===== config.mk =====
export PLATFORM = sky130hd
export DESIGN_NAME = wide_mag_cmp
export DESIGN_NICKNAME = d
export VERILOG_FILES = /design/src/rtl/cmp_pkg.sv /design/src/rtl/nib_cmp_stage.sv /design/src/rtl/nib_cmp_chain.sv /design/src/rtl/verdict_reg.sv /design/src/rtl/wide_mag_cmp.sv
export SDC_FILE = /design/constraint.sdc
export NUM_CORES = 1
export LEC_CHECK = 0
export BUFFER_PORTS_ARGS = -buffer_cell sky130_fd_sc_hd__buf_2
export CAP_MARGIN = 20
export CORE_MARGIN = 10
export CORE_UTILIZATION = 40
export DETAILED_ROUTE_END_ITERATION = 12
export PLACE_DENSITY = 0.84
export SYNTH_ARGS = -nofsm -noshare
export SYNTH_HDL_FRONTEND = slang
export SYNTH_SLANG_ARGS = --single-unit

===== constraint.sdc =====
create_clock -name clk -period 1.7 [get_ports clk]
set_clock_uncertainty 0.2 [all_clocks]
set_input_delay 0.51 -clock clk [delete_from_list [all_inputs] [get_ports clk]]
set_output_delay 0.51 -clock clk [all_outputs]
set_load 0.02 [all_outputs]

===== src/rtl/cmp_pkg.sv =====
package cmp_pkg;

   // One comparator verdict as carried between stages.
   typedef struct packed {
      logic gt;
      logic eq;
      logic lt;
   } verdict_t;

   localparam verdict_t VERDICT_IDLE = '{gt: 1'b0, eq: 1'b0, lt: 1'b0};

endpackage


===== src/rtl/nib_cmp_stage.sv =====
module nib_cmp_stage
   import cmp_pkg::*;
#(
   parameter int STAGE_W = 4
) (
   input  logic [STAGE_W-1:0] slice_a,
   input  logic [STAGE_W-1:0] slice_b,
   input  verdict_t           from_below,
   output verdict_t           to_above
);

   if (STAGE_W < 1) begin : g_bad_width
      $error("nib_cmp_stage: STAGE_W must be at least 1");
   end

   logic found;
   logic data_gt;
   logic data_lt;

   // Scan from the top bit down; the first mismatch settles the slice.
   always_comb begin
      found   = 1'b0;
      data_gt = 1'b0;
      data_lt = 1'b0;
      for (int i = STAGE_W - 1; i >= 0; i--) begin
         if (!found && (slice_a[i] != slice_b[i])) begin
            found   = 1'b1;
            data_gt = slice_a[i];
            data_lt = slice_b[i];
         end
      end
   end

   // On a tie the incoming verdict decides; eq overrides, illegal
   // patterns fold to all-low or gt+lt.
   always_comb begin
      if (found) begin
         to_above.gt = data_gt;
         to_above.eq = 1'b0;
         to_above.lt = data_lt;
      end else begin
         to_above.gt = ~from_below.eq & ~from_below.lt;
         to_above.eq = from_below.eq;
         to_above.lt = ~from_below.eq & ~from_below.gt;
      end
   end

endmodule


===== src/rtl/nib_cmp_chain.sv =====
module nib_cmp_chain
   import cmp_pkg::*;
#(
   parameter int NIBBLES = 3,
   parameter int STAGE_W = 4
) (
   input  logic [NIBBLES*STAGE_W-1:0] wide_a,
   input  logic [NIBBLES*STAGE_W-1:0] wide_b,
   input  verdict_t                   seed,
   output verdict_t                   verdict
);

   if (NIBBLES < 1) begin : g_bad_count
      $error("nib_cmp_chain: NIBBLES must be at least 1");
   end

   verdict_t link [NIBBLES+1];

   assign link[0] = seed;

   for (genvar k = 0; k < NIBBLES; k++) begin : g_stage
      nib_cmp_stage #(
         .STAGE_W (STAGE_W)
      ) u_stage (
         .slice_a    (wide_a[k*STAGE_W +: STAGE_W]),
         .slice_b    (wide_b[k*STAGE_W +: STAGE_W]),
         .from_below (link[k]),
         .to_above   (link[k+1])
      );
   end

   assign verdict = link[NIBBLES];

endmodule


===== src/rtl/verdict_reg.sv =====
module verdict_reg
   import cmp_pkg::*;
#(
   parameter bit OUT_REG = 1'b1
) (
   input  logic     clk,
   input  logic     rst_n,
   input  verdict_t d,
   output verdict_t q
);

   if (OUT_REG) begin : g_flop
      verdict_t held;
      always_ff @(posedge clk or negedge rst_n) begin
         if (!rst_n) begin
            held <= VERDICT_IDLE;
         end else begin
            held <= d;
         end
      end
      assign q = held;
   end else begin : g_wire
      assign q = rst_n ? d : VERDICT_IDLE;
   end

endmodule


===== src/rtl/wide_mag_cmp.sv =====
module wide_mag_cmp
   import cmp_pkg::*;
#(
   parameter int NIBBLES = 3,
   parameter int STAGE_W = 4,
   parameter bit OUT_REG = 1'b1
) (
   input  logic                       clk,
   input  logic                       rst_n,
   input  logic [NIBBLES*STAGE_W-1:0] opa,
   input  logic [NIBBLES*STAGE_W-1:0] opb,
   input  logic                       casc_gt_i,
   input  logic                       casc_eq_i,
   input  logic                       casc_lt_i,
   output logic                       res_gt,
   output logic                       res_eq,
   output logic                       res_lt
);

   localparam int WIDTH      = NIBBLES * STAGE_W;
   localparam bit ODD_CHAIN  = (NIBBLES % 2) == 1;

   if (WIDTH < 1) begin : g_bad_width
      $error("wide_mag_cmp: operand width must be at least 1");
   end

   verdict_t seed_v;
   verdict_t comb_v;
   verdict_t out_v;

   assign seed_v = '{gt: casc_gt_i, eq: casc_eq_i, lt: casc_lt_i};

   nib_cmp_chain #(
      .NIBBLES (NIBBLES),
      .STAGE_W (STAGE_W)
   ) u_chain (
      .wide_a  (opa),
      .wide_b  (opb),
      .seed    (seed_v),
      .verdict (comb_v)
   );

   verdict_reg #(
      .OUT_REG (OUT_REG)
   ) u_out (
      .clk   (clk),
      .rst_n (rst_n),
      .d     (comb_v),
      .q     (out_v)
   );

   assign res_gt = out_v.gt;
   assign res_eq = out_v.eq;
   assign res_lt = out_v.lt;

   if (OUT_REG) begin : g_chk
      logic primed;
      always_ff @(posedge clk or negedge rst_n) begin
         if (!rst_n) primed <= 1'b0;
         else        primed <= 1'b1;
      end


      reset_low_chk: assert property (@(posedge clk)
         !rst_n |-> (!res_gt && !res_eq && !res_lt));


      data_decides_chk: assert property (@(posedge clk) disable iff (!rst_n || !primed)
         $past(opa != opb) |->
            (!res_eq && (res_gt == $past(opa > opb)) && (res_lt == $past(opa < opb))));


      eq_override_chk: assert property (@(posedge clk) disable iff (!rst_n || !primed)
         $past((opa == opb) && casc_eq_i) |-> (res_eq && !res_gt && !res_lt));


      pass_through_chk: assert property (@(posedge clk) disable iff (!rst_n || !primed)
         $past((opa == opb) && !casc_eq_i && (casc_gt_i != casc_lt_i)) |->
            (!res_eq && (res_gt == $past(casc_gt_i)) && (res_lt == $past(casc_lt_i))));


      both_high_chk: assert property (@(posedge clk) disable iff (!rst_n || !primed)
         $past((opa == opb) && !casc_eq_i && casc_gt_i && casc_lt_i) |->
            ((ODD_CHAIN && !res_gt && !res_eq && !res_lt) ||
             (!ODD_CHAIN && res_gt && res_lt && !res_eq)));


      none_high_chk: assert property (@(posedge clk) disable iff (!rst_n || !primed)
         $past((opa == opb) && !casc_eq_i && !casc_gt_i && !casc_lt_i) |->
            ((ODD_CHAIN && res_gt && res_lt && !res_eq) ||
             (!ODD_CHAIN && !res_gt && !res_eq && !res_lt)));
   end

endmodule


==> impl_metrics.json, run 1 <==
{
  "diodes": 0,
  "fmax_ghz": 0.591,
  "drive_gt1_share_pct": 53.7,
  "synthToLayoutAreaGrowth_pct": 83.2,
  "clkSinkCount": 3,
  "drt_iter0_markers": 19,
  "root_buffer": "clkbuf_4",
  "die_x_um": 58.1,
  "status": "completed",
  "grt_pass1_wl_mm": 3.42,
  "nFillCells": 87,
  "finalInstanceArea_mm2": 0.00106,
  "max_slew_margin_pct": 78.5,
  "drv_cap": 0,
  "drt-vias-per-instance": 5.19,
  "hold_slack_ps": 387,
  "critPathCaptureType": "register",
  "die_y_um": 58.1,
  "dr_total_vias": 774,
  "fin_util_pct": 79.7,
  "crit_path_start_kind": "input pin",
  "place.gp.congestion": 0.749,
  "synth_area_leaders": "dfrtp_1 13%, ha_1 13%, nand2b_1 8.6%",
  "slew_viol_final": 0,
  "timing.final.crit_period_ps": 1690,
  "first_global_vias": 824,
  "yosys.area.top_type": "dfrtp_1",
  "cts.clk_slew.worst_paths_ps": 40,
  "synth-edff-count": 0,
  "dieArea_mm2": 0.00338,
  "hp-class": "input pin to asynchronous set/reset pin",
  "numPortBuffers": 31,
  "postPlaceCellArea_um2": 918,
  "critPathSlowestCell": "ha_4",
  "ys_ff_latch": 3,
  "fin_ws_ps": 7.58,
  "setup.worst_path.start": "opa[3]",
  "min_period_over_period_pct": 99.6,
  "required_ps": 1620,
  "initial_core_util_pct": 43.5,
  "tightest_slew_ps": 321,
  "arrival_ps": 1610,
  "netlist_area_um2": 581,
  "total_power_mw": 0.496,
  "synth.distinct_cells": 32,
  "finalSetupViolations": 0,
  "synth.yosys.seq_area_share_pct": 12.9,
  "first_pass_iters": 4,
  "cts_tree": "built",
  "yosysMostFrequentCell": "inv_1",
  "setup-tns-final_ps": 0,
  "drtAntennaViolNets": 0,
  "synth_area_per_cell_um2": 7.44,
  "power_density_mw_per_mm2": 467,
  "cp_cell_sequence": "buf_8 > inv_4 > ha_4 > nand2_2 > nand4bb_1 > nor2b_2 > a211oi_2 > o21ai_1",
  "wl_mm": 2.19,
  "finalHoldViolCount": 0,
  "synth_common_cells": "10 x inv_1, 8 x nand2b_1, 7 x nor2b_1",
  "critPathKind": "input pin to register",
  "h-tree-depth": 1,
  "path_depth": 8,
  "grt_usage_pct": 12.4,
  "crit_end": "u_out.q[0]",
  "synthCells": 78,
  "p_leak_nw": 0.522,
  "design.core.area_mm2": 0.00133,
  "cp_max_fo": 4,
  "nets": 170,
  "synth_ff_type": "dfrtp_1",
  "ys_warn_count": 0,
  "peakVddDrop_uv": 240,
  "antenna_found_initial": 0,
  "overflow": 0,
  "grt_setup_unrepaired": "true",
  "row_count": 13,
  "cp_top_family": "simple AND/OR/NAND/NOR gates",
  "ios": 32,
  "post_drt_wl_per_cell_um": 14.7,
  "numCtsBuffers": 3,
  "async_reset_ff_share_pct": 100,
  "drc_errors": 0,
  "clockBufferDepth": 2,
  "synth_top_area_share_pct": 12.9,
  "finalNonFillerCells": 149,
  "critPathMaxStageDelay_ps": 280,
  "pre_cts_ws_ps": -340,
  "synthesis.nets": 113,
  "grt_max_degree": 6,
  "hpwl_mm": 1.74,
  "largest_reg_flops": 3,
  "critPathBufInv": 2,
  "post-place-cells": 140
}
==> metal layers <==
layer  routed length [µm]  global-route usage, %  up-vias  part of all wire [%]
met5                    0                      0        -                     0
met4                   55                   7.05        0                   2.5
met3                  195                   5.23       11                   8.9
met2                 1120                   21.3       37                    51
met1                  825                   12.2      338                    38
li1                     -                      -      388                     -
==> cell families after synthesis <==
group                    count (synthesis)  share of synthesized area (%)
multiplexers                             1                           1.72
XOR/XNOR                                 2                           3.02
adder cells (fa/ha/maj)                  7                           14.7
flip-flops                               3                           12.9
buffers and inverters                   10                           6.47
AND/OR/NAND/NOR                         36                           38.6
AO/OA/AOI/OAI                           19                           22.6
==> layout make-up <==
class                      count  area [µm²]  area share (%)
timing repair buffer          52         344            32.4
clock buffer                   4        26.3            2.47
multi-input combinational     65         552            51.9
sequential                     3        75.1            7.06
inverter                      10        47.5            4.47
tap                           15        18.8            1.76
==> report_power, final <==
part	switching [mW]	internal, mW
logic	0.131	0.146
registers	0.00186	0.0792
clock network	0.0495	0.0887
==> timing repair <==
| item | in CTS | in global routing |
|---|---|---|
| endpoints found under the setup margin | 3 | 3 |
| hold buffers | 1 | 0 |
| gates resized for setup | 9 | 6 |
| pin swaps | 9 | 4 |
| buffers inserted | 4 | 0 |
| endpoints found under the hold margin | 3 | 0 |
==> layout by cell type (no fill, tap or decap), drive strengths merged, types with 2 or more instances in the layout <==
master	synthesis	layout
clkbuf	0	4
nor2b	8	8
nand4	2	2
nand2b	8	8
inv	10	10
o21ai	3	3
buf	0	51
a31oi	2	2
dfrtp	3	3
ha	6	6
nand2	4	4
a211oi	2	2
a21oi	6	6
nand3	3	3
nor4	2	2
nor2	5	5
==> worst min-delay path by stage <==
stage	startpoint	depth (start not counted)	end
floorplan	rst_n	0	u_out.q[0]
global placement	rst_n	1	u_out.q[2]
detailed placement	rst_n	1	u_out.q[2]
CTS	rst_n	2	u_out.q[1]
global route	rst_n	2	u_out.q[1]
finish	rst_n	2	u_out.q[2]
(Power assumes the default switching activity.)
==> inputs of run 2 (changes only) <==
GPL_TIMING_DRIVEN = 0   (was default)
SLEW_MARGIN = 20   (was default)
==> impl_metrics.json, run 2 (synthesis gave the netlist of run 1 again) <==
{
  "cp_max_fo": 3,
  "place.gp.congestion": 0.778,
  "nets": 157,
  "finalSetupViolations": 1,
  "tightest_slew_ps": 292,
  "min_period_over_period_pct": 102,
  "setup-tns-final_ps": -28.2,
  "diodes": 0,
  "finalNonFillerCells": 136,
  "max_slew_margin_pct": 80.3,
  "grt_usage_pct": 10.3,
  "arrival_ps": 1690,
  "grt_max_degree": 7,
  "violations": "negative setup slack",
  "numCtsBuffers": 3,
  "fin_util_pct": 71.4,
  "multi_input_area_um2": 534,
  "drive_gt1_share_pct": 46.3,
  "design.core.area_mm2": 0.00133,
  "postPlaceCellArea_um2": 798,
  "drtAntennaViolNets": 0,
  "status": "complete, but fails checks",
  "final_cell_mix": "27 x buf_2, 8 x nand2b_1, 8 x inv_1",
  "critPathCaptureType": "register",
  "final_common_cell": "buf_2",
  "numPortBuffers": 31,
  "critPathKind": "input pin to register",
  "hold_slack_ps": 406,
  "ios": 32,
  "cts_tree": "built",
  "die_y_um": 58.1,
  "dr_total_vias": 717,
  "cts.clk_slew.worst_paths_ps": 40,
  "grt_setup_unrepaired": "true",
  "post-place-cells": 124,
  "fin_ws_ps": -28.2,
  "root_buffer": "clkbuf_4",
  "overflow": 0,
  "drt_iter0_markers": 28,
  "initial_core_util_pct": 43.5,
  "antenna_found_initial": 0,
  "largest_reg_flops": 3,
  "post_drt_wl_per_cell_um": 14.1,
  "wl_mm": 1.91,
  "h-tree-depth": 1,
  "clkSinkCount": 3,
  "required_ps": 1670,
  "die_x_um": 58.1,
  "first_global_vias": 735,
  "p_leak_nw": 0.460,
  "fmax_ghz": 0.579,
  "pre_cts_ws_ps": -361,
  "hp-class": "input pin to asynchronous set/reset pin",
  "grt_pass1_wl_mm": 2.90,
  "regArea_um2": 75.1,
  "drc_errors": 0,
  "peakVddDrop_uv": 225,
  "clockBufferDepth": 2,
  "slew_viol_final": 0,
  "first_pass_iters": 4,
  "finalHoldViolCount": 0,
  "timing.final.crit_period_ps": 1730,
  "crit_path_start_kind": "input pin",
  "drv_cap": 0,
  "drt-vias-per-instance": 5.27,
  "finalInstanceArea_um2": 952,
  "total_power_mw": 0.453,
  "nFillCells": 104,
  "power_density_mw_per_mm2": 476,
  "row_count": 13,
  "synthToLayoutAreaGrowth_pct": 64.0,
  "hpwl_mm": 1.44,
  "dieArea_mm2": 0.00338
}
==> run 2: cell count changes in the layout (fill, tap and decap cells not counted), sizes merged <==
cell and change:
buf -13
==> run 2: path summary, 6_finish.rpt <==
| check | slack [ps] | startpoint | end |
|---|---|---|---|
| setup / recovery | -30 | opa[3] | u_out.q[2] |
| min in group clk | 500 | opa[10] | u_out.q[0] |
| max in group asynchronous | 790 | rst_n | u_out.q[0] |
| hold / removal | 410 | rst_n | u_out.q[2] |
==> run 2: worst max-delay path, stage by stage <==
cell and delay (ps):
buf_8 80, inv_4 30, ha_4 260, and2_4 140, nand4_1 110, a311o_2 420, a21oi_2 140
==> run 2: routing by layer <==
layer | up-vias | track usage [%] | share of wire (%) | wire length (µm)
met2 | 25 | 20.2 | 52 | 1000
li1 | 361 | - | - | -
met5 | - | 0 | 0 | 0
met4 | 0 | 4.03 | 1.3 | 24
met3 | 5 | 2.61 | 5.3 | 102
met1 | 326 | 9.78 | 41 | 782
==> run 2: cell type report <==
cell class              instances  share of cell area [%]
multi-input cells              65                    56.1
clock buffers                   4                    2.76
flip-flops and latches          3                    7.88
repair buffers                 39                    26.3
inverters                      10                    4.99
well taps                      15                    1.97
==> run 2: power breakdown <==
group          internal [mW]  switching [mW]
Combinational          0.124           0.118
Clock                 0.0883          0.0423
Sequential            0.0792         0.00140
==> run 2: repair_timing <==
item	in CTS	in global routing
setup buffers	3	4
setup endpoints to repair	3	3
hold endpoints to repair	3	0
resized for setup	4	9
hold buffers	1	0
pin swaps	7	7
